===== config.mk =====
export PLATFORM = sky130hd
export DESIGN_NAME = alu_two_level
export DESIGN_NICKNAME = d
export VERILOG_FILES = /design/src/rtl/alu_two_level_pkg.sv /design/src/rtl/alu_op_decode.sv /design/src/rtl/alu_addsub.sv /design/src/rtl/alu_bitwise.sv /design/src/rtl/alu_two_level.sv
export SDC_FILE = /design/constraint.sdc
export NUM_CORES = 1
export LEC_CHECK = 0
export ABC_AREA = 1
export BUFFER_PORTS_ARGS = -buffer_cell sky130_fd_sc_hd__buf_2
export CAP_MARGIN = 10
export CORE_MARGIN = 4
export CORE_UTILIZATION = 50
export DETAILED_ROUTE_END_ITERATION = 6
export GPL_TIMING_DRIVEN = 0
export PLACE_DENSITY = 0.76
export SYNTH_ARGS = -nofsm -noshare
export SYNTH_HDL_FRONTEND = slang
export SYNTH_HIERARCHICAL = 1
export SYNTH_SLANG_ARGS = --single-unit
export TNS_END_PERCENT = 50

===== constraint.sdc =====
create_clock -name vclk -period 9.1
set_input_delay 1.82 -clock vclk [all_inputs]
set_output_delay 1.82 -clock vclk [all_outputs]
set_load 0.01 [all_outputs]

===== src/rtl/alu_two_level_pkg.sv =====
package alu_two_level_pkg;

    localparam int unsigned MODE_W = 2;
    localparam int unsigned FN_W   = 6;
    localparam int unsigned CODE_W = 4;

    typedef enum logic [MODE_W-1:0] {
        MODE_FORCE_ADD = 2'b00,
        MODE_FORCE_SUB = 2'b01,
        MODE_BY_FIELD  = 2'b10,
        MODE_FORCE_OR  = 2'b11
    } alu_mode_e;

    typedef enum logic [CODE_W-1:0] {
        OPC_AND = 4'b0000,
        OPC_OR  = 4'b0001,
        OPC_ADD = 4'b0010,
        OPC_SUB = 4'b0110,
        OPC_SLT = 4'b0111,
        OPC_NOR = 4'b1100
    } alu_opc_e;

    localparam logic [FN_W-1:0] FN_ADD = 6'h20;
    localparam logic [FN_W-1:0] FN_SUB = 6'h22;
    localparam logic [FN_W-1:0] FN_AND = 6'h24;
    localparam logic [FN_W-1:0] FN_OR  = 6'h25;
    localparam logic [FN_W-1:0] FN_NOR = 6'h27;
    localparam logic [FN_W-1:0] FN_SLT = 6'h2A;

endpackage


===== src/rtl/alu_op_decode.sv =====
module alu_op_decode
    import alu_two_level_pkg::*;
(
    input  logic [MODE_W-1:0] mode_in,
    input  logic [FN_W-1:0]   fn_in,
    output alu_opc_e          opc_out
);

    alu_opc_e field_opc;

    // second level: function field, only consulted for register class
    always_comb begin
        unique case (fn_in)
            FN_ADD:  field_opc = OPC_ADD;
            FN_SUB:  field_opc = OPC_SUB;
            FN_AND:  field_opc = OPC_AND;
            FN_OR:   field_opc = OPC_OR;
            FN_NOR:  field_opc = OPC_NOR;
            FN_SLT:  field_opc = OPC_SLT;
            default: field_opc = OPC_ADD;
        endcase
    end

    // first level: operation class
    always_comb begin
        unique case (alu_mode_e'(mode_in))
            MODE_FORCE_ADD: opc_out = OPC_ADD;
            MODE_FORCE_SUB: opc_out = OPC_SUB;
            MODE_BY_FIELD:  opc_out = field_opc;
            MODE_FORCE_OR:  opc_out = OPC_OR;
            default:        opc_out = OPC_ADD;
        endcase
    end

endmodule


===== src/rtl/alu_addsub.sv =====
module alu_addsub #(
    parameter int unsigned WIDTH = 32
) (
    input  logic [WIDTH-1:0] a_in,
    input  logic [WIDTH-1:0] b_in,
    input  logic             sub_in,
    output logic [WIDTH-1:0] sum_out,
    output logic             ovf_out,
    output logic             less_out
);

    localparam int unsigned MSB = WIDTH - 1;

    logic [WIDTH-1:0] b_eff;

    always_comb begin
        b_eff    = sub_in ? ~b_in : b_in;
        sum_out  = a_in + b_eff + {{(WIDTH-1){1'b0}}, sub_in};
        // operands of equal sign giving a result of the other sign
        ovf_out  = (a_in[MSB] == b_eff[MSB]) && (sum_out[MSB] != a_in[MSB]);
        // sign of difference, corrected when the difference overflowed
        less_out = sum_out[MSB] ^ ovf_out;
    end

endmodule


===== src/rtl/alu_bitwise.sv =====
module alu_bitwise
    import alu_two_level_pkg::*;
#(
    parameter int unsigned WIDTH = 32
) (
    input  logic [WIDTH-1:0] a_in,
    input  logic [WIDTH-1:0] b_in,
    input  alu_opc_e         opc_in,
    output logic [WIDTH-1:0] logic_out
);

    always_comb begin
        unique case (opc_in)
            OPC_AND: logic_out = a_in & b_in;
            OPC_OR:  logic_out = a_in | b_in;
            OPC_NOR: logic_out = ~(a_in | b_in);
            default: logic_out = '0;
        endcase
    end

endmodule


===== src/rtl/alu_two_level.sv =====
module alu_two_level
    import alu_two_level_pkg::*;
#(
    parameter int unsigned WIDTH = 32
) (
    input  logic [1:0]       alu_mode,
    input  logic [5:0]       fn_code,
    input  logic [WIDTH-1:0] opnd_a,
    input  logic [WIDTH-1:0] opnd_b,
    output logic [3:0]       op_code,
    output logic [WIDTH-1:0] result,
    output logic             zero_flag,
    output logic             ovf_flag
);

    alu_opc_e         opc;
    logic             arith_sub;
    logic [WIDTH-1:0] arith_sum;
    logic             arith_ovf;
    logic             arith_less;
    logic [WIDTH-1:0] bit_res;

    alu_op_decode u_decode (
        .mode_in (alu_mode),
        .fn_in   (fn_code),
        .opc_out (opc)
    );

    assign arith_sub = (opc == OPC_SUB) || (opc == OPC_SLT);

    alu_addsub #(.WIDTH(WIDTH)) u_addsub (
        .a_in     (opnd_a),
        .b_in     (opnd_b),
        .sub_in   (arith_sub),
        .sum_out  (arith_sum),
        .ovf_out  (arith_ovf),
        .less_out (arith_less)
    );

    alu_bitwise #(.WIDTH(WIDTH)) u_bitwise (
        .a_in      (opnd_a),
        .b_in      (opnd_b),
        .opc_in    (opc),
        .logic_out (bit_res)
    );

    always_comb begin
        unique case (opc)
            OPC_ADD, OPC_SUB: begin
                result   = arith_sum;
                ovf_flag = arith_ovf;
            end
            OPC_SLT: begin
                result   = {{(WIDTH-1){1'b0}}, arith_less};
                ovf_flag = 1'b0;
            end
            default: begin
                result   = bit_res;
                ovf_flag = 1'b0;
            end
        endcase
    end

    assign op_code   = opc;
    assign zero_flag = ~|result;

endmodule


==> results.sh <==
export IMPL_post_cts_setup_buffers=0
export IMPL_synth_cells=907
export IMPL_period_share_pct=86.0
export IMPL_synth_area_per_cell_um2=4.90
export IMPL_num_rows=34
export IMPL_seq_cells=0
export IMPL_grt_pass1_vias=4932
export IMPL_ys_types=32
export IMPL_required_ns=7.28
export IMPL_crit_buf_inv=7
export IMPL_hold_path_depth=3
export IMPL_fin_nets=1122
export IMPL_critPathMaxStageDelay_ns=0.36
export IMPL_power_density_nw_per_um2=90.4
export IMPL_drc=0
export IMPL_finalMaxSlewViolations=0
export IMPL_cap_viol_max_count=0
export IMPL_antennaDiodeCount=0
export IMPL_critPathLaunchType="input pin"
export IMPL_final_min_clock_period_ns=7.83
export IMPL_worstPathMaxFanout=10
export IMPL_die_h_um=102
export IMPL_power_uw=464
export IMPL_routedWlPerCell_um=13.3
export IMPL_path_common_cell="nand2_1"
export IMPL_first_pass_iters=5
export IMPL_ios=110
export IMPL_multi_input_area_um2=3770
export IMPL_grt_pass1_wl_mm=24.0
export IMPL_endpoint_kind="output port"
export IMPL_fin_tns_setup_ns=0
export IMPL_setup_viol=0
export IMPL_utilization_pct=59.1
export IMPL_setup_ws_ns=1.27
export IMPL_cts_hold_buffers=0
export IMPL_crit_arrival_ns=6.01
export IMPL_min_path_type="input pin to output port"
export IMPL_die_area_um2=10500
export IMPL_portBuffers=110
export IMPL_wirelength_mm=14.9
export IMPL_ff_latch_area_um2=0
export IMPL_drt_initial_drc_count=350
export IMPL_crit_family="simple AND/OR/NAND/NOR gates"
export IMPL_via_count=5649
export IMPL_cts_repair_resized=0
export IMPL_gp_congestion=0.980
export IMPL_crit_start="fn_code[3]"
export IMPL_status="finished, final reports clean"
export IMPL_layout_commonest_cell="nand2_1"
export IMPL_dp_slack_ns=1.37
export IMPL_layout_drive_gt1_share_pct=18.2
export IMPL_peakVddDrop_v=0.0000512
export IMPL_die_width_um=102
export IMPL_cp_depth=28
export IMPL_ys_seq_area_share_pct=0
export IMPL_design_core_area_um2=8680
export IMPL_power_leakage_nw=3.30
export IMPL_dpl_hpwl_mm=12.7
export IMPL_ant_nets=0
export IMPL_crit_slowest_cell="ha_1"
export IMPL_netlist_area_um2=4440
export IMPL_antenna_found_initial=0
export IMPL_synthesis_nets=1010
export IMPL_start_util_pct=51.2
export IMPL_yosysWarningCount=6
export IMPL_grt_max_degree=11
export IMPL_timing_final_hold_violations=0
export IMPL_track_usage_pct=28.4
export IMPL_layout_common_cells="nand2_1, inv_1, buf_2"
export IMPL_fill_cells=990
export IMPL_whs_ns=4.00
export IMPL_nClkBuffers=0
export IMPL_grt_ovfl_total=0
export IMPL_via_per_inst=5.02
export IMPL_syn_to_final_growth_pct=15.4
export IMPL_rsz0062_at_grt="false"
export IMPL_fmax_ghz=0.128
export IMPL_criticalPathCategory="input pin to output port"
export IMPL_tightest_slew_ns=0.529
export IMPL_min_from="alu_mode[0]"
export IMPL_relSlewSlack_pct=64.7
[final timing paths]
kind / slack [ns] / end
worst min-delay path: 4.00 / op_code[3]
worst max-delay path: 1.27 / zero_flag
[report_power, final]
| group | leakage, nW | total, mW | internal, mW | switching (mW) |
|---|---|---|---|---|
| registers | 0 | 0 | 0 | 0 |
| logic | 3.30 | 0.464 | 0.163 | 0.301 |
| clock network | 0 | 0 | 0 | 0 |
[cell usage after synthesis]
master	n	area (µm²)
ha_1	30	375
inv_2	5	18.8
nor2_1	95	357
o21ai_1	1	5.00
nor2_4	6	67.6
inv_1	131	492
o21ai_0	17	85.1
nand3_2	4	40.0
o21bai_1	4	30.0
xor2_1	42	368
nor3_1	3	15.0
nor3_2	4	40.0
o21ai_2	2	17.5
buf_6	7	78.8
a21oi_2	1	8.76
a21boi_2	1	11.3
xnor2_1	4	35.0
nor4_2	1	12.5
nand4_1	39	244
fa_1	1	20.0
nor4_1	1	6.26
buf_2	10	50.1
a21oi_1	33	165
nand3_1	40	200
clkinv_1	1	3.75
nand4_2	1	12.5
o2111ai_1	1	8.76
nand2_2	21	131
and2_1	1	6.26
buf_4	4	30.0
nand2_1	388	1460
nor2_2	8	50.1
[final cells by class]
class | instances | area share, %
Tap cell | 108 | 2.64
Multi-Input combinational cell | 749 | 73.5
Timing Repair Buffer | 110 | 10.7
Buffer | 21 | 3.10
Inverter | 137 | 10.0
[worst min-delay path: cells and delay by family]
kind | cells | cell delay [ns]
buf+inv | 2 | 0.27
simple gates | 1 | 0.09
[metal layers]
layer / GRT usage (%) / share of wire [%]
met2: 46.8 / 44
met3: 1.37 / 7.4
met4: 6.05 / 1.8
met5: 0 / 0
met1: 40.7 / 47
[kinds of logic (layout without fill, tap and decap cells)]
| group | Yosys count | after routing | synth area share (%) |
|---|---|---|---|
| simple gates | 612 | 612 | 59.4 |
| xor+xnor | 46 | 46 | 9.07 |
| buf+inv | 158 | 268 | 15.2 |
| fa+ha+maj | 31 | 31 | 8.90 |
| compound gates | 60 | 60 | 7.46 |
[stage by stage]
step / instance area [µm²] / instances
4_1_cts: 5130 / 1125
2_1_floorplan: 4440 / 907
5_1_grt: 5130 / 1125
6_report: 5130 / 1125
3_5_place_dp: 5130 / 1125
3_3_place_gp: 5130 / 1125
Note: power is estimated with default switching activity, not from simulation.
